## src/rtl/updown_counter.sv

```systemverilog
module updown_counter #(
  parameter int WIDTH = 4
) (
  input  logic             clk,
  input  logic             load_n,
  input  logic             en_local_n,
  input  logic             en_chain_n,
  input  logic             up_dn,
  input  logic [WIDTH-1:0] preset_d,
  output logic [WIDTH-1:0] count_q,
  output logic             tc_n
);
  localparam logic [WIDTH-1:0] TOP = '1;

  logic step;
  assign step = load_n & ~en_local_n & ~en_chain_n;

  always_ff @(posedge clk) begin
    if (!load_n)   count_q <= preset_d;
    else if (step) count_q <= up_dn ? count_q + 1'b1 : count_q - 1'b1;
  end

  logic at_end;
  assign at_end = up_dn ? (count_q == TOP) : (count_q == '0);
  assign tc_n   = ~(at_end & ~en_chain_n);

  logic primed = 1'b0;
  always_ff @(posedge clk) primed <= 1'b1;

  assert_load_R2: assert property (@(posedge clk) disable iff (!primed)
    !load_n |=> count_q == $past(preset_d));
  assert_hold_R4: assert property (@(posedge clk) disable iff (!primed)
    (load_n && (en_local_n || en_chain_n)) |=> $stable(count_q));
  assert_wrap_up_R5: assert property (@(posedge clk) disable iff (!primed)
    (load_n && !en_local_n && !en_chain_n && up_dn && count_q == TOP) |=> count_q == '0);
  assert_wrap_dn_R5: assert property (@(posedge clk) disable iff (!primed)
    (load_n && !en_local_n && !en_chain_n && !up_dn && count_q == '0) |=> count_q == TOP);
  assert_tc_gate_R6: assert property (@(posedge clk) disable iff (!primed)
    en_chain_n |-> tc_n);
endmodule

```

## config.mk

```make
export PLATFORM = sky130hd
export DESIGN_NAME = updown_counter
export DESIGN_NICKNAME = d
export VERILOG_FILES = /design/src/rtl/updown_counter.sv
export SDC_FILE = /design/constraint.sdc
export NUM_CORES = 1
export LEC_CHECK = 0
export BUFFER_PORTS_ARGS = -buffer_cell sky130_fd_sc_hd__buf_2
export CELL_PAD_IN_SITES_DETAIL_PLACEMENT = 0
export CELL_PAD_IN_SITES_GLOBAL_PLACEMENT = 1
export CORE_AREA = 3 3 40 42
export DETAILED_ROUTE_END_ITERATION = 6
export DIE_AREA = 0 0 43 45
export GPL_TIMING_DRIVEN = 1
export PLACE_DENSITY_LB_ADDON = 0.15
export SETUP_SLACK_MARGIN = 0.5
export SYNTH_ARGS = -nofsm -noshare
export SYNTH_HDL_FRONTEND = slang
export SYNTH_SLANG_ARGS = --single-unit
```

## constraint.sdc

```tcl
create_clock -name clk -period 1.6 [get_ports clk]
set_input_delay 0.32 -clock clk [delete_from_list [all_inputs] [get_ports clk]]
set_output_delay 0.32 -clock clk [all_outputs]
set_load 0.02 [all_outputs]
```

==> results.json <==
{
  "status": "finished, violations left",
  "violations": "setup timing",
  "syn_nets": 39,
  "drive_gt1_share_pct": 58.8,
  "coreArea_um2": 1280,
  "dieArea_um2": 1940,
  "nets": 65,
  "synth.lib_cells_used.distinct": 17,
  "drt_wl_total_um": 683,
  "swShare_pct": 28.7,
  "finalPower_mw": 0.460,
  "synthTopCellsByCount": "edfxtp_1 (4), nor2_1 (3)",
  "yosysMostFrequentCell": "edfxtp_1",
  "power.switching_mw": 0.132,
  "setup_tns_ns": -0.193,
  "cap_violations": 0,
  "diodes": 0,
  "die_x_um": 43,
  "cp_data_required_time_ns": 1.28,
  "tritoncts": "done",
  "combPwrFrac_pct": 42.3,
  "n_fill_cell": 145,
  "start_util_pct": 22.4,
  "drt_iter0_markers": 0,
  "clkSinkCount": 4,
  "slew_headroom_pct": 64.3,
  "clk_pin_slew_ns": 0.04,
  "cp_max_fo": 2,
  "area_growth_pct": 79.6,
  "rows": 13,
  "cp.arrival_ns": 1.47,
  "worst_pin_slew_ns": 0.529,
  "worst_clock_skew_ns": 0.000214,
  "numCtsBuffers": 3,
  "fin_crit_sh_pct": 112,
  "synth_seq_area_share_pct": 41.7,
  "finalMaxSlewViolations": 0,
  "max_freq_mhz": 558,
  "power_frac_seq_pct": 31.8,
  "ys.flop_type": "edfxtp_1",
  "ff2ff_path_depth": 5,
  "vias_per_cell": 4.36,
  "drt-pass1-iter-count": 1,
  "synth-seq-cells": 4,
  "vias": 288,
  "overflow": 0,
  "whs_path_depth": 2,
  "hold_path.class": "input port to register",
  "synth_top_area_cell": "edfxtp_1",
  "ir_worst_vdd_v": 0.000339,
  "powerDensity_nw_per_um2": 890,
  "yosysTopAreaCellShare_pct": 41.7,
  "grt_pass1_vias": 269,
  "setup_viol": 1,
  "routabilityCongestion": 0.757,
  "grt_util_all_layers_pct": 7.05,
  "p_leak_nw": 0.226,
  "clockBufferDepth": 2,
  "use_met2_pct": 11.4,
  "syn_avg_cell_area_um2": 10.7,
  "io_buffer_count": 13,
  "route.detailed.drc": 0,
  "worstSetupEndpointType": "output port",
  "largest_registers": "count_q x4",
  "crit_path_start_kind": "register",
  "async_flop_share_pct": 0,
  "p_int_mw": 0.328,
  "use_met1_pct": 8.87,
  "grt_busiest_layer": "met2",
  "stdcell_area_um2": 517,
  "worst-setup-path-type": "register to output port",
  "utilization_pct": 40.2,
  "insertion_delay_ns": 0.23,
  "mappedNetlistArea_um2": 288,
  "grtUsageMet3_pct": 1.59,
  "clockPowerShare_pct": 25.9,
  "place_area_um2": 428,
  "ctsHoldBuffers": 0,
  "finalHoldViolCount": 0,
  "largest_register_ffs": 4,
  "antenna_left": 0,
  "wl_per_cell_um": 10.3,
  "largest-register": "count_q",
  "die_h_um": 45,
  "ys.warnings.count": 0,
  "fin_crit_ns": 1.79,
  "rsz0062_at_grt": "true",
  "grt_max_degree": 7,
  "hpwl_um": 578,
  "worst_slack_ns": -0.193,
  "grt_first_pass_wirelength_mm": 1.02,
  "ioPinCount": 14,
  "synth_edf_count": 4,
  "place_ws_ns": -0.0295,
  "synth_area_leaders": "edfxtp_1 (42%), ha_1 (8.7%), fa_1 (7.0%)",
  "antenna_found_initial": 0,
  "htree_levels": 1,
  "syn_inst": 27,
  "cts_root_buf": "clkbuf_4"
}
==> area by class of cell <==
class / count / area (um2) / share of cell area, %
timing repair buffer: 21 / 156 / 30.3
tap: 15 / 18.8 / 3.63
sequential: 4 / 120 / 23.2
inverter: 2 / 7.51 / 1.45
multi-input combinational: 21 / 191 / 37.0
clock buffer: 3 / 22.5 / 4.36
==> what timing repair did <==
item	in CTS	in global routing
pin swaps	0	3
setup endpoints to repair	8	8
gates resized for setup	10	5
cloned	0	0
setup buffers	1	0
==> metrics by stage <==
step	hold slack [ns]	cells
finish	0.390	66
detailed placement	0.629	62
global placement	0.626	62
floorplan	0.511	27
CTS	0.391	66
global route	0.398	66
==> worst max-delay path, cell delays in order, from the launching register on <==
cell	delay, ns
edfxtp_1	0.37
or4_4	0.56
nor2_4	0.12
o21bai_2	0.06
buf_6	0.13
==> worst paths after layout <==
| check | start | endpoint | slack [ns] |
|---|---|---|---|
| hold reg to reg | count_q[0] | count_q[0] | 0.81 |
| setup / recovery | count_q[1] | tc_n | -0.19 |
| hold / removal | preset_d[3] | count_q[3] | 0.39 |
| setup reg to reg | count_q[2] | count_q[3] | 0.04 |
==> power by group through the flow <==
stage | registers (mW) | logic [mW] | clock network, mW
floorplan | 0.172 | 0.0601 | 0
global placement | 0.148 | 0.153 | 0
detailed placement | 0.148 | 0.152 | 0
CTS | 0.146 | 0.190 | 0.124
global route | 0.149 | 0.211 | 0.128
finish | 0.146 | 0.194 | 0.119
==> cell families after synthesis <==
logic type               after synthesis  share of synthesized area [%]
XOR/XNOR                               2                           6.09
flip-flops                             4                           41.7
adder cells (fa/ha/maj)                3                           15.7
multiplexers                           1                           3.91
AO/OA/AOI/OAI                          7                           15.2
AND/OR/NAND/NOR                        8                           14.8
buffers and inverters                  2                           2.61
==> cell usage in the layout, fill, tap and decap left out, drive strengths merged <==
cell     n
buf     21
edfxtp   4
clkbuf   3
nor2     3
xnor2    2
inv      2
o21ai    2
a21oi    2
ha       2
mux2     1
nand2    1
nand4    1
or4      1
o21bai   1
nand3    1
a211oi   1
and4     1
a211o    1
fa       1
==> routing by layer <==
metal	wire, um	part of all wire (%)
met1	287	42
met2	349	51
met3	46	6.7
met4	0	0
met5	0	0
Note: power is estimated with default switching activity, not from simulation.
